`config.mk`:
```
export PLATFORM = sky130hd
export DESIGN_NAME = dram_err_log
export DESIGN_NICKNAME = d
export VERILOG_FILES = /design/src/rtl/dram_err_log.sv
export SDC_FILE = /design/constraint.sdc
export NUM_CORES = 1
export LEC_CHECK = 0
export BUFFER_PORTS_ARGS = -buffer_cell sky130_fd_sc_hd__buf_2
export CAP_MARGIN = 10
export CORE_MARGIN = 5
export CORE_UTILIZATION = 45
export CTS_BUF_LIST = sky130_fd_sc_hd__clkbuf_4 sky130_fd_sc_hd__clkbuf_8
export DETAILED_ROUTE_END_ITERATION = 8
export PLACE_DENSITY = 0.74
export SKIP_CTS_REPAIR_TIMING = 1
export SLEW_MARGIN = 20
export SYNTH_ARGS = -nofsm -noshare
export SYNTH_HDL_FRONTEND = slang
export SYNTH_SLANG_ARGS = --single-unit
```
`constraint.sdc`:
```
create_clock -name clk -period 1.35 [get_ports clk]
set_input_delay 0 -clock clk [delete_from_list [all_inputs] [get_ports clk]]
set_output_delay 0 -clock clk [all_outputs]
set_load 0.02 [all_outputs]
```
`src/rtl/dram_err_log.sv`:
```
module dram_err_log #(
  parameter int PA_W = 33,
  parameter int SYN_W = 8,
  parameter int BA_W = 8,
  parameter int GRAIN_LG = 7
) (
  input  logic             clk,
  input  logic             rst_n,
  input  logic             ce_pulse,
  input  logic [PA_W-1:0]  ce_addr,
  input  logic             ce_chan,
  input  logic [SYN_W-1:0] ce_syn,
  input  logic             ue_pulse,
  input  logic [PA_W-1:0]  ue_addr,
  input  logic             ue_chan,
  input  logic [SYN_W-1:0] ue_syn,
  input  logic             refresh_to,
  input  logic             lock_nondram,
  input  logic             thermal_evt,
  input  logic             bus_rd,
  input  logic             bus_wr,
  input  logic [BA_W-1:0]  bus_addr,
  input  logic [7:0]       bus_wdata,
  output logic [7:0]       bus_rdata,
  output logic             serr
);
  localparam logic [15:0] EV_MASK = 16'h0B03;
  localparam int HI_W = 32 - GRAIN_LG;

  logic [15:0] sts_q, cmd_q;
  logic [HI_W-1:0] ea_q;
  logic ch_q, ex_q;
  logic [SYN_W-1:0] syn_q;

  wire wr_s0 = bus_wr && bus_addr == BA_W'(0);
  wire wr_s1 = bus_wr && bus_addr == BA_W'(1);
  wire wr_c0 = bus_wr && bus_addr == BA_W'(2);
  wire wr_c1 = bus_wr && bus_addr == BA_W'(3);

  wire [15:0] clr = {wr_s1 ? bus_wdata : 8'h00, wr_s0 ? bus_wdata : 8'h00} & EV_MASK;
  wire [15:0] evs = {4'b0, thermal_evt, 1'b0, lock_nondram, refresh_to, 6'b0, ue_pulse, ce_pulse};
  wire [15:0] left = sts_q & ~clr;

  wire cap_ue = ue_pulse && !left[1];
  wire cap_ce = ce_pulse && !left[0] && !left[1];

  always_ff @(posedge clk) begin
    if (!rst_n) begin
      sts_q <= '0;
      cmd_q <= '0;
      ea_q  <= '0;
      ch_q  <= 1'b0;
      ex_q  <= 1'b0;
      syn_q <= '0;
    end else begin
      sts_q <= left | evs;
      if (wr_c0) cmd_q[7:0]  <= bus_wdata & EV_MASK[7:0];
      if (wr_c1) cmd_q[15:8] <= bus_wdata & EV_MASK[15:8];
      if (cap_ue) begin
        ea_q  <= ue_addr[31:GRAIN_LG];
        ex_q  <= ue_addr[32];
        ch_q  <= ue_chan;
        syn_q <= ue_syn;
      end else if (cap_ce) begin
        ea_q  <= ce_addr[31:GRAIN_LG];
        ex_q  <= ce_addr[32];
        ch_q  <= ce_chan;
        syn_q <= ce_syn;
      end
    end
  end

  wire [31:0] addr_word = {ea_q, {(GRAIN_LG-1){1'b0}}, ch_q};

  always_comb begin
    case (bus_addr)
      BA_W'(0): bus_rdata = sts_q[7:0];
      BA_W'(1): bus_rdata = sts_q[15:8];
      BA_W'(2): bus_rdata = cmd_q[7:0];
      BA_W'(3): bus_rdata = cmd_q[15:8];
      BA_W'(4): bus_rdata = addr_word[7:0];
      BA_W'(5): bus_rdata = addr_word[15:8];
      BA_W'(6): bus_rdata = addr_word[23:16];
      BA_W'(7): bus_rdata = addr_word[31:24];
      BA_W'(8): bus_rdata = {7'b0, ex_q};
      BA_W'(9): bus_rdata = syn_q;
      default:  bus_rdata = 8'h00;
    endcase
  end

  assign serr = |(sts_q & cmd_q);

  wire unused_ok = bus_rd;

  p_ce_flag_r2: assert property (@(posedge clk) disable iff (!rst_n)
    ce_pulse |=> sts_q[0]);

  p_clear_r3: assert property (@(posedge clk) disable iff (!rst_n)
    (wr_s0 && bus_wdata[1] && !ue_pulse) |=> !sts_q[1]);

  p_overwrite_r8: assert property (@(posedge clk) disable iff (!rst_n)
    (ue_pulse && !sts_q[1]) |=> (ea_q == $past(ue_addr[31:GRAIN_LG]) && syn_q == $past(ue_syn)));

  p_hold_r9: assert property (@(posedge clk) disable iff (!rst_n)
    (sts_q[1] && !wr_s0) |=> ($stable(ea_q) && $stable(syn_q) && $stable(ch_q)));

  p_serr_off_r5: assert property (@(posedge clk) disable iff (!rst_n)
    (cmd_q == 16'h0) |-> !serr);
endmodule

```
* Word-level counts from Yosys, hierarchy flattened *
Index checks and enable logic that the tools add are counted.

operators by class
  equal/unequal tests = 9
  multiplexer cells = 11
  bitwise operators = 4
  reduce and logical (&&, ||, !) cells = 12

operators with widths
  kind                count
  $pmux 8 s10         1
  $mux 25             2
  $eq 8x3->1 const B  4
  $and 16x12->16      1
  $and 16x16->16      1
  $eq 8x2->1 const B  2
  $eq 8x4->1 const B  2
  $mux 8              2
  $not 12->16         1
  $or 16x12->16       1
  $reduce_or 16->1    1
  $eq 8x1->1 const B  1
  $logic_not 8->1     1
  $logic_and 1x1->1   7
  $mux 1              4
  $mux 4              1
  $logic_not 1->1     2
  $mux 2              1
  $reduce_bool 2->1   1

word-level totals
  bits of input ports = 109
  flip-flop bits (word level) = 56
  output and inout bits = 9

* Logic depth before layout (Yosys ltp) *
  depth in word-level cells = 10
  depth in mapped cells = 7
  mapped depth without buffers = 4

* Worst setup path before layout *
Ideal clock, no wire load.

  kind = input -> output
  start = input port bus_addr[5]
  end = output port bus_rdata[1]
  setup slack = -0.115 ns
  cell stages on the path = 5
  arrival = 1.465 ns
  required time = 1.350 ns
  cells stage by stage = nor4_4 -> buf_2 -> nand3b_1 -> o221a_2 -> o21ai_0

on the way
  word-level cells in the longest chain between the ends = 2

RTL lines
  what                                      RTL line  text
  from (decl)                               22        input logic [BA_W-1:0] bus_addr,
  $eq 8x4->1, or another cell as far along  76        case (bus_addr)
  $pmux 8 s10 *                             76
  to (decl)                                 24        output logic [7:0] bus_rdata,

Mark *: on every way between the ends. The rest lies on a longest branch, timed or not.

* Final worst setup path *
  start = input port bus_addr[6]
  end = output port bus_rdata[7]

Same word-level chain as after synthesis.

==> summary.md <==
| Metric | Value |
|---|---|
| Status | finished, violations left |
| Failing checks | hold timing, setup timing |
| Via count | ~2600 |
| Post-DP HPWL | 5.52 mm |
| Post-layout min period | between 1.5 and 2 ns |
| Finish-stage setup viols | 8 |
| Worst-Margin Slew | 0.315 ns |
| DR WL/cell | 15.5 um |
| Pin count of the biggest net entering global routing | 47 |
| Buf/Inv on CP | 2 |
| Final cell utilization of the core | 63.5% |
| Remaining DRCs | 0 |
| Total gr overflow | 0 |
| Final hold viol count | 1 |
| Clock Sinks | 45 |
| Gpl congestion | slightly above 0.9 |
| Max incr delay on CP | just under 0.6 ns |
| CTS tree | yes |
| Worst VDD drop | 454 uV |
| Number of cell rows | 28 |
| Initial Utilization | 46.5% |
| CP arrival | ~1.6 ns |
| Drt pass-1 iters | 4 |
| Post-synth cell types | 39 |
| Largest family of logic cells by synthesized area | multiplexers |
| Top cells by area, synth | dfxtp_1 (33%), mux2i_1 (16%), mux2_2 (15%) |
| Synth warn | 0 |
| Proportion of layout cells with a drive suffix above 1 | 47.9% |
| DRT iter0 DRCs | ~130 |
| Synth Area per Inst | about 9.4 um2 |
| Initial antenna violation count | 0 |
| H-tree depth | 2 |
| Final net count | just over 500 |
| Mux contribution to synthesized area | 32.0% |
| RSZ-0062 raised after global routing | yes |
| Worst setup SP type | input pin |
| Worst min path class | in2reg |
| Crit path cell chain | buf_6 -> or4_4 -> nor3b_4 -> a32oi_1 -> o211ai_1 -> buf_4 |
| Seq/Total Area, Yosys | about a third |
| Cell family with most CP delay | simple AND/OR/NAND/NOR gates |
| Setup Total Neg Slack | -1.10 ns |
| FF+latch count, synth | 45 |
| PD cells | 866 mW/mm2 |
| Largest area contributor in the netlist | dfxtp_1 |
| Ports | 118 |
| Max frequency | 620 MHz |
| Worst hold margin | -0.00777 ns |
| Synth Area in Compound Gates | about a tenth |
| Most used DFF post-synth | dfxtp_1 |
| Worst slew margin | 79.0% |
| Post-synthesis xor/xnor area fraction | 0% |
| Design Power | roughly 3.3 mW |
| Post-Synth Simple-Gate Area | 18.3% |
| Top post-synthesis cells by count | nand2_1 (74), dfxtp_1 (45), mux2i_1 (43) |
| DIE HEIGHT | approximately 88 um |
| Share of the synthesized area in the top cell type | 32.7% |
| Worst Path Required | around 1.4 ns |
| Async set-reset flop share out of synthesis | 0% |
| Clk root buf | clkbuf_8 |
| Final period utilization | 119% |
| Die X | 88.2 um |
| Final cell count without fillers | 484 |
| Most frequent cell after synthesis | nand2_1 |
| Core area | just under 0.006 mm2 |
| Final setup margin | -0.262 ns |
| Port-buffer cells | 97 |
| Num CTS Buffers | 5 |
| Area grow syn2layout | 36.6% |
| Max-cap violations | 0 |
| Placed cells | 466 |
| Max-slew violations | 0 |
| GRT Overall Usage | a little under a fifth |
| Post-synthesis adder-cell area fraction | 0% |
| Clk Latency, worst-skew pair | 0.30 ns |
| Maximum root-to-sink buffer count | 2 |
| Die area | 0.00779 mm2 |
| Endpoint kind of the worst setup timing path | primary output |
| Routed vias/inst | 5.35 |
| Leakage | 1.75 nW |
| Drt total wl | between 7 and 8 mm |
| Syn Nets | 403 |
| DRT antenna net count | 0 |
| First-pass GRT wire length | 11.2 mm |
| Vias in the first global route | around 2500 |
| Worst Skew | 0.00711 ns |
| Post-synthesis cell area | 0.00276 mm2 |
| Post-synth EDFFs | 0 |
| Worst-path clk slew | 0.08 ns |
| Setup CP Type | in2out |
| CP max stage cell | or4_4 |
| CP max FO | 5 |
| Post-Synthesis Cells | 294 |
| Antenna diodes | 0 |
cells in the final DEF (no fill, tap or decap), types with 5 or more instances in the layout:
master | netlist | layout
a22oi_1 | 9 | 5
buf_2 | 5 | 88
buf_4 | 0 | 23
buf_6 | 2 | 9
clkbuf_8 | 0 | 5
dfxtp_1 | 45 | 41
inv_1 | 6 | 6
mux2_2 | 36 | 36
mux2i_1 | 43 | 42
nand2_1 | 74 | 74
nor2b_1 | 6 | 6
o21a_1 | 5 | 5
state kept, by name (all words and copies together) (netlist names):
register	cells
ea_q	25
ex_q	1
syn_q	8
ch_q	1
sts_q	5
cmd_q	5
per-layer routing:
| layer | global-route usage [%] | wire [um] | vias to the layer above |
|---|---|---|---|
| li1 | - | - | 1272 |
| met1 | 23.9 | 3110 | 1210 |
| met2 | 30.2 | 3700 | 96 |
| met3 | 3.26 | 561 | 9 |
| met4 | 5.77 | 109 | 0 |
| met5 | 0 | 0 | - |
worst register-to-register path, cell delays in order (launching register included):
cell and delay [ns]:
dfxtp_1 0.38, inv_1 0.07, a41oi_2 0.20, a21o_4 0.19, buf_12 0.17, mux2i_1 0.22
final cells by class:
| class | count | area, um2 |
|---|---|---|
| flip-flops and latches | 45 | 906 |
| inverters | 6 | 22.5 |
| well taps | 75 | 93.8 |
| fillers | 478 | 2160 |
| clock inverters | 2 | 38.8 |
| multi-input cells | 220 | 1740 |
| clock buffers | 6 | 76.3 |
| repair buffers | 130 | 885 |
metrics by stage:
stage / setup WS [ns] / instance area (um2) / hold slack (ns)
global route: -0.323 / 3760 / 0.0486
global placement: -0.186 / 3400 / 0.218
floorplan: 0.0160 / 2760 / 0.124
CTS: -0.226 / 3520 / -0.0911
detailed placement: -0.214 / 3400 / 0.218
finish: -0.262 / 3760 / -0.00777
cells by family (layout without fill, tap and decap cells):
group,count (synthesis),after routing
compound gates,39,39
buf+inv,29,144
flops,45,45
mux,81,81
simple gates,100,100
final timing paths:
path                         start                      to  slack, ns  cells past startpoint
min                   bus_wdata[3]  cmd_q[11]$_SDFFE_PN0P_     -0.008                      3
min reg2reg  syn_q[2]$_SDFFE_PN0P_   syn_q[2]$_SDFFE_PN0P_       0.47                      2
max                    bus_addr[6]            bus_rdata[7]      -0.26                      6
max reg2reg    sts_q[1]$_SDFF_PN0_    ea_q[7]$_SDFFE_PN0P_       0.07                      5
report_power, final:
part	leakage (nW)	internal, mW	switching (mW)	total [mW]
Clock	0.0588	0.576	0.468	1.04
Combinational	1.32	0.408	0.311	0.719
Sequential	0.372	1.43	0.0676	1.50
Total	1.75	2.41	0.846	3.26
Power figures use the tool's default switching activity.
